[config.mk]
export PLATFORM = sky130hd
export DESIGN_NAME = buck_seq_top
export DESIGN_NICKNAME = d
export VERILOG_FILES = /design/src/rtl/seq_pkg.sv /design/src/rtl/seq_tick_timer.sv /design/src/rtl/seq_ref_gen.sv /design/src/rtl/seq_ctrl.sv /design/src/rtl/buck_seq_top.sv
export SDC_FILE = /design/constraint.sdc
export NUM_CORES = 1
export LEC_CHECK = 0
export BUFFER_PORTS_ARGS = -buffer_cell sky130_fd_sc_hd__buf_2
export CORE_ASPECT_RATIO = 0.6
export CORE_MARGIN = 2
export CORE_UTILIZATION = 45
export DETAILED_ROUTE_END_ITERATION = 12
export PLACE_DENSITY = 0.68
export SYNTH_ARGS = -nofsm -noshare
export SYNTH_HDL_FRONTEND = slang
export SYNTH_SLANG_ARGS = --single-unit
[constraint.sdc]
create_clock -name clk -period 3.7 [get_ports clk]
set_input_delay 0.185 -clock clk [delete_from_list [all_inputs] [get_ports clk]]
set_output_delay 0.185 -clock clk [all_outputs]
set_load 0.03 [all_outputs]
[src/rtl/seq_pkg.sv]
package seq_pkg;

    typedef enum logic [3:0] {
        ST_INIT    = 4'd0,
        ST_RESET   = 4'd1,
        ST_STANDBY = 4'd2,
        ST_POD     = 4'd3,
        ST_LAUNCH  = 4'd4,
        ST_RAMP    = 4'd5,
        ST_PGD     = 4'd6,
        ST_ONLINE  = 4'd7,
        ST_SUSPEND = 4'd8
    } seq_state_e;

    typedef enum logic [1:0] {
        REF_HOLD = 2'd0,
        REF_ZERO = 2'd1,
        REF_LOAD = 2'd2,
        REF_STEP = 2'd3
    } ref_op_e;

    typedef struct packed {
        logic pwm_en;
        logic loop_en;
        logic pgood;
    } stage_drive_t;

    function automatic stage_drive_t drive_of(seq_state_e s);
        stage_drive_t d;
        d.pwm_en  = (s == ST_RAMP) || (s == ST_PGD) || (s == ST_ONLINE);
        d.loop_en = d.pwm_en;
        d.pgood   = (s == ST_ONLINE);
        return d;
    endfunction

endpackage

[src/rtl/seq_tick_timer.sv]
module seq_tick_timer #(
    parameter int LEN = 4
) (
    input  logic clk,
    input  logic rst,
    input  logic arm,
    input  logic adv,
    output logic done
);
    localparam int CW = (LEN > 1) ? $clog2(LEN) : 1;
    localparam logic [CW-1:0] LAST = CW'(LEN - 1);

    logic [CW-1:0] cnt;

    assign done = (cnt == LAST);

    always_ff @(posedge clk) begin
        if (rst || !arm)
            cnt <= '0;
        else if (adv && !done)
            cnt <= cnt + 1'b1;
    end
endmodule

[src/rtl/seq_ref_gen.sv]
module seq_ref_gen
    import seq_pkg::*;
#(
    parameter int W    = 10,
    parameter int STEP = 16
) (
    input  logic         clk,
    input  logic         rst,
    input  ref_op_e      op,
    input  logic [W-1:0] vout_meas,
    input  logic [W-1:0] target,
    output logic [W-1:0] vref,
    output logic         step_lands
);
    localparam logic [W:0]   STEP_X = (W+1)'(STEP);
    localparam logic [W-1:0] STEP_N = W'(STEP);

    function automatic logic [W-1:0] step_toward(logic [W-1:0] cur, logic [W-1:0] tgt);
        logic [W:0] up;
        logic [W:0] lim;
        up  = {1'b0, cur} + STEP_X;
        lim = {1'b0, tgt} + STEP_X;
        if (cur < tgt)
            return (up >= {1'b0, tgt}) ? tgt : up[W-1:0];
        else if (cur > tgt)
            return ({1'b0, cur} <= lim) ? tgt : (cur - STEP_N);
        else
            return cur;
    endfunction

    logic [W-1:0] stepped;
    logic [W-1:0] launch_val;

    assign stepped    = step_toward(vref, target);
    assign step_lands = (stepped == target);
    assign launch_val = (vout_meas == '0)    ? '0     :
                        (vout_meas > target) ? target : vout_meas;

    always_ff @(posedge clk) begin
        if (rst) begin
            vref <= '0;
        end else begin
            unique case (op)
                REF_ZERO: vref <= '0;
                REF_LOAD: vref <= launch_val;
                REF_STEP: vref <= stepped;
                default:  vref <= vref;
            endcase
        end
    end
endmodule

[src/rtl/seq_ctrl.sv]
module seq_ctrl
    import seq_pkg::*;
(
    input  logic       clk,
    input  logic       rst,
    input  logic       tick,
    input  logic       abort,
    input  logic       go,
    input  logic       pod_done,
    input  logic       pgd_done,
    input  logic       step_lands,
    output seq_state_e state,
    output ref_op_e    op,
    output logic       hist_clr
);
    seq_state_e nxt;

    always_comb begin
        nxt = state;
        op  = REF_HOLD;
        if (abort) begin
            nxt = ST_SUSPEND;
            op  = REF_ZERO;
        end else begin
            unique case (state)
                ST_INIT:    if (tick) nxt = ST_RESET;
                ST_RESET: begin
                    op = REF_ZERO;
                    if (tick) nxt = ST_STANDBY;
                end
                ST_STANDBY: if (tick && go) nxt = ST_POD;
                ST_POD:     if (tick && pod_done) nxt = ST_LAUNCH;
                ST_LAUNCH: begin
                    if (tick) begin
                        op  = REF_LOAD;
                        nxt = ST_RAMP;
                    end
                end
                ST_RAMP: begin
                    if (tick) begin
                        op = REF_STEP;
                        if (step_lands) nxt = ST_PGD;
                    end
                end
                ST_PGD:     if (tick && pgd_done) nxt = ST_ONLINE;
                ST_ONLINE:  if (tick) op = REF_STEP;
                ST_SUSPEND: begin
                    op = REF_ZERO;
                    if (tick) nxt = ST_RESET;
                end
                default:    nxt = ST_INIT;
            endcase
        end
    end

    always_ff @(posedge clk) begin
        if (rst) begin
            state    <= ST_INIT;
            hist_clr <= 1'b0;
        end else begin
            state    <= nxt;
            hist_clr <= (nxt == ST_SUSPEND) && (state != ST_SUSPEND);
        end
    end
endmodule

[src/rtl/buck_seq_top.sv]
module buck_seq_top
    import seq_pkg::*;
#(
    parameter int W         = 10,
    parameter int STEP      = 16,
    parameter int POD_TICKS = 3,
    parameter int PGD_TICKS = 2
) (
    input  logic         clk,
    input  logic         rst,
    input  logic         tick,
    input  logic         enable,
    input  logic         go,
    input  logic         fault,
    input  logic [W-1:0] vout_meas,
    input  logic [W-1:0] vref_target,
    output logic         pwm_en,
    output logic         loop_en,
    output logic         hist_clr,
    output logic [W-1:0] vref,
    output logic         pgood,
    output logic [3:0]   state_code
);
    seq_state_e   state;
    ref_op_e      op;
    stage_drive_t drv;
    logic         abort;
    logic         pod_done;
    logic         pgd_done;
    logic         step_lands;

    assign abort = fault || !enable;

    seq_ctrl u_ctrl (
        .clk        (clk),
        .rst        (rst),
        .tick       (tick),
        .abort      (abort),
        .go         (go),
        .pod_done   (pod_done),
        .pgd_done   (pgd_done),
        .step_lands (step_lands),
        .state      (state),
        .op         (op),
        .hist_clr   (hist_clr)
    );

    seq_tick_timer #(.LEN(POD_TICKS)) u_pod (
        .clk  (clk),
        .rst  (rst),
        .arm  (state == ST_POD),
        .adv  (tick),
        .done (pod_done)
    );

    seq_tick_timer #(.LEN(PGD_TICKS)) u_pgd (
        .clk  (clk),
        .rst  (rst),
        .arm  (state == ST_PGD),
        .adv  (tick),
        .done (pgd_done)
    );

    seq_ref_gen #(.W(W), .STEP(STEP)) u_ref (
        .clk        (clk),
        .rst        (rst),
        .op         (op),
        .vout_meas  (vout_meas),
        .target     (vref_target),
        .vref       (vref),
        .step_lands (step_lands)
    );

    assign drv        = drive_of(state);
    assign pwm_en     = drv.pwm_en;
    assign loop_en    = drv.loop_en;
    assign pgood      = drv.pgood;
    assign state_code = state;
endmodule

==> metrics.yaml <==
run_status:
  run_status: "completed"
placement:
  placed_cell_area_um2: 3080
  post-dp-hpwl_um: 7090
  portBuffers: 43
  place_congestion: 0.969
  placedCellCount: 500
  pre_cts_slack_ps: 283
timing:
  setup_violations: 0
  hold_ws_ps: 270
  slew_headroom: 0.510
  tns_ps: 0
  hold_viol: 0
  period_needed_ps: 3440
  tightest_slew_ps: 734
  drv_slew: 0
  rsz0062_at_grt: "false"
  skew_ps: 4.23
  setup_slack_ps: 260
  fmax_ghz: 0.291
  fin_crit_sh: 0.930
clock_network:
  cts-root-buf: "clkbuf_8"
  post_cts_resized: 0
  cts_setup_buffers: 0
  cts_buffers: 3
  cts_tree: "built"
  insertion_delay_ps: 260
  clock_path_buffers: 2
  htree_num_levels: 1
  path_clk_slew_ps: 70
  holdBufCountCts: 0
  cts_sinks: 18
die:
  fp-row-count: 22
  pin_count: 44
  die_w_um: 106
  initial_utilization: 0.460
  die_y_um: 65.0
  core-area_um2: 6060
  die_area_um2: 6860
global_routing:
  grt_use_total: 0.269
  grt_max_degree: 20
  grt-busiest-layer: "met1"
  use_met2: 0.395
  gr-total-overflow: 0
  grt_use_met3: 0.0402
  grt_pass1_vias: 2724
  grt_pass1_wl_um: 14700
  grt_use_met1: 0.427
  antenna_found_initial: 0
detailed_routing:
  vias_per_cell: 6.15
  drtIter0Drc: 378
  ant_nets: 0
  wire_per_inst_um: 18.0
  drc_errors: 0
  dr.pass1.iters: 5
  routed_wirelength_um: 9050
  vias: 3102
critical_path:
  reg2reg_slack_ps: 260
  start_kind: "register"
  critPathTopFamily: "simple AND/OR/NAND/NOR gates"
  crit_fanout: 15
  cp_slowest_stage_delay_ps: 800
  crit_buf_inv: 1
  cp_slowest_cell: "dfxtp_1"
  end_kind: "register"
  crit_cells: 14
  crit_chain: "nand3_2, nor2_1, xnor2_1, ha_1, nand3_1, nor2_1, o21ai_1, nand2_1, a2bb2oi_2, buf_4, o31a_1, nor4_2, nand4_1, a22o_1"
  cp.arrival_ps: 3600
  cp.required_ps: 3860
  crit_top_cell: "nor2_1"
  path_class: "reg2reg"
  reg2reg_depth: 14
final_layout:
  fill_cells: 632
  final_common_cell: "nor2_1"
  syn_to_final_growth_pct: 12.5
  instances_no_fill: 504
  register_area_um2: 360
  mostFrequentLayoutCells: "46 x nor2_1, 43 x buf_2, 39 x a21oi_1"
  fin_nets: 483
  fin_area_um2: 3140
  diodes: 0
  multiInputGateArea_um2: 2220
  drive_gt1_frac: 0.174
  final_core_util: 0.518
logic_synthesis:
  syn_area_um2: 2790
  synth_seq_cells: 18
  ys_types: 62
  synth_flop_cell: "dfxtp_1"
  ys.warnings.count: 0
  synth-edff-count: 0
  syn_inst: 385
  syn_avg_cell_area_um2: 7.24
  synth_seq_area_share: 0.129
  async_flop_share: 0
  synthesis.nets: 447
power:
  total_power_mw: 0.512
  power.leakage_nw: 1.35
  irDropWorstVdd_uv: 112
  pwr_density_cell_nw_per_um2: 163
worst_hold_path:
  hp-class: "in2reg"
  holdPathStages: 3
flow_run:
  max_cap_violations: 0
-- registers in the layout, indices dropped and copies added (netlist names) --
signal,flops
u_ref.vref,10
u_ctrl.state,4
u_pod.cnt,2
u_ctrl.hist_clr,1
u_pgd.done,1
-- cells in the mapped netlist, types with 3 or more instances --
cell type,instances,share of area
a211oi_1,3,0.0081
a21oi_1,39,0.070
a221oi_1,5,0.016
a31oi_1,7,0.016
and3_1,3,0.0067
buf_2,6,0.011
clkbuf_1,13,0.018
dfxtp_1,18,0.13
ha_1,36,0.16
inv_1,23,0.031
mux2i_1,12,0.043
nand2_1,31,0.042
nand2b_1,4,0.0090
nand3_1,15,0.027
nand4_1,5,0.011
nor2_1,46,0.062
nor2b_1,8,0.018
nor3_1,9,0.016
nor4_1,6,0.013
o2111ai_1,4,0.013
o211ai_1,3,0.0081
o21ai_0,19,0.034
o21ai_1,5,0.0090
or3_1,3,0.0067
xnor2_1,12,0.038
xor2_1,3,0.0094
-- worst register-to-register path: cells and delay by family, from the launching register on --
family	cells	cell delay, ps
fa+ha+maj	1	330
buf+inv	1	180
xor+xnor	1	130
simple gates	7	1240
compound gates	4	680
flops	1	800
-- worst paths after layout --
| path | start | to |
|---|---|---|
| max | u_ref.vref[6] | u_ctrl.state[0] |
| min | fault | u_ctrl.state[3] |
| max reg2reg | u_ref.vref[6] | u_ctrl.state[0] |
| min reg2reg | u_pod.cnt[1] | u_pod.cnt[1] |
-- area by class of cell --
type | instances | area share
Sequential cell | 18 | 0.115
Multi-Input combinational cell | 320 | 0.709
Inverter | 23 | 0.0275
Timing Repair Buffer | 55 | 0.0973
Clock buffer | 4 | 0.0176
Tap cell | 84 | 0.0335
-- kinds of logic after synthesis --
kind of cell	Yosys count	synth area share
flip-flops	18	0.129
buffers and inverters	47	0.0727
adder cells (fa/ha/maj)	36	0.162
AO/OA/AOI/OAI	110	0.262
XOR/XNOR	17	0.0628
AND/OR/NAND/NOR	143	0.261
multiplexers	14	0.0512
-- per-layer routing --
metal | part of all wire | wire (um)
met1 | 0.48 | 4380
met2 | 0.41 | 3720
met3 | 0.10 | 913
met4 | 0.0043 | 39
met5 | 0 | 0
-- where the power goes --
part / internal (mW) / switching (mW) / total [mW]
logic: 0.0582 / 0.0917 / 0.150
clock network: 0.0946 / 0.0683 / 0.163
registers: 0.196 / 0.00326 / 0.199
total: 0.348 / 0.163 / 0.512
No activity file was read; power rests on OpenSTA's default activity.
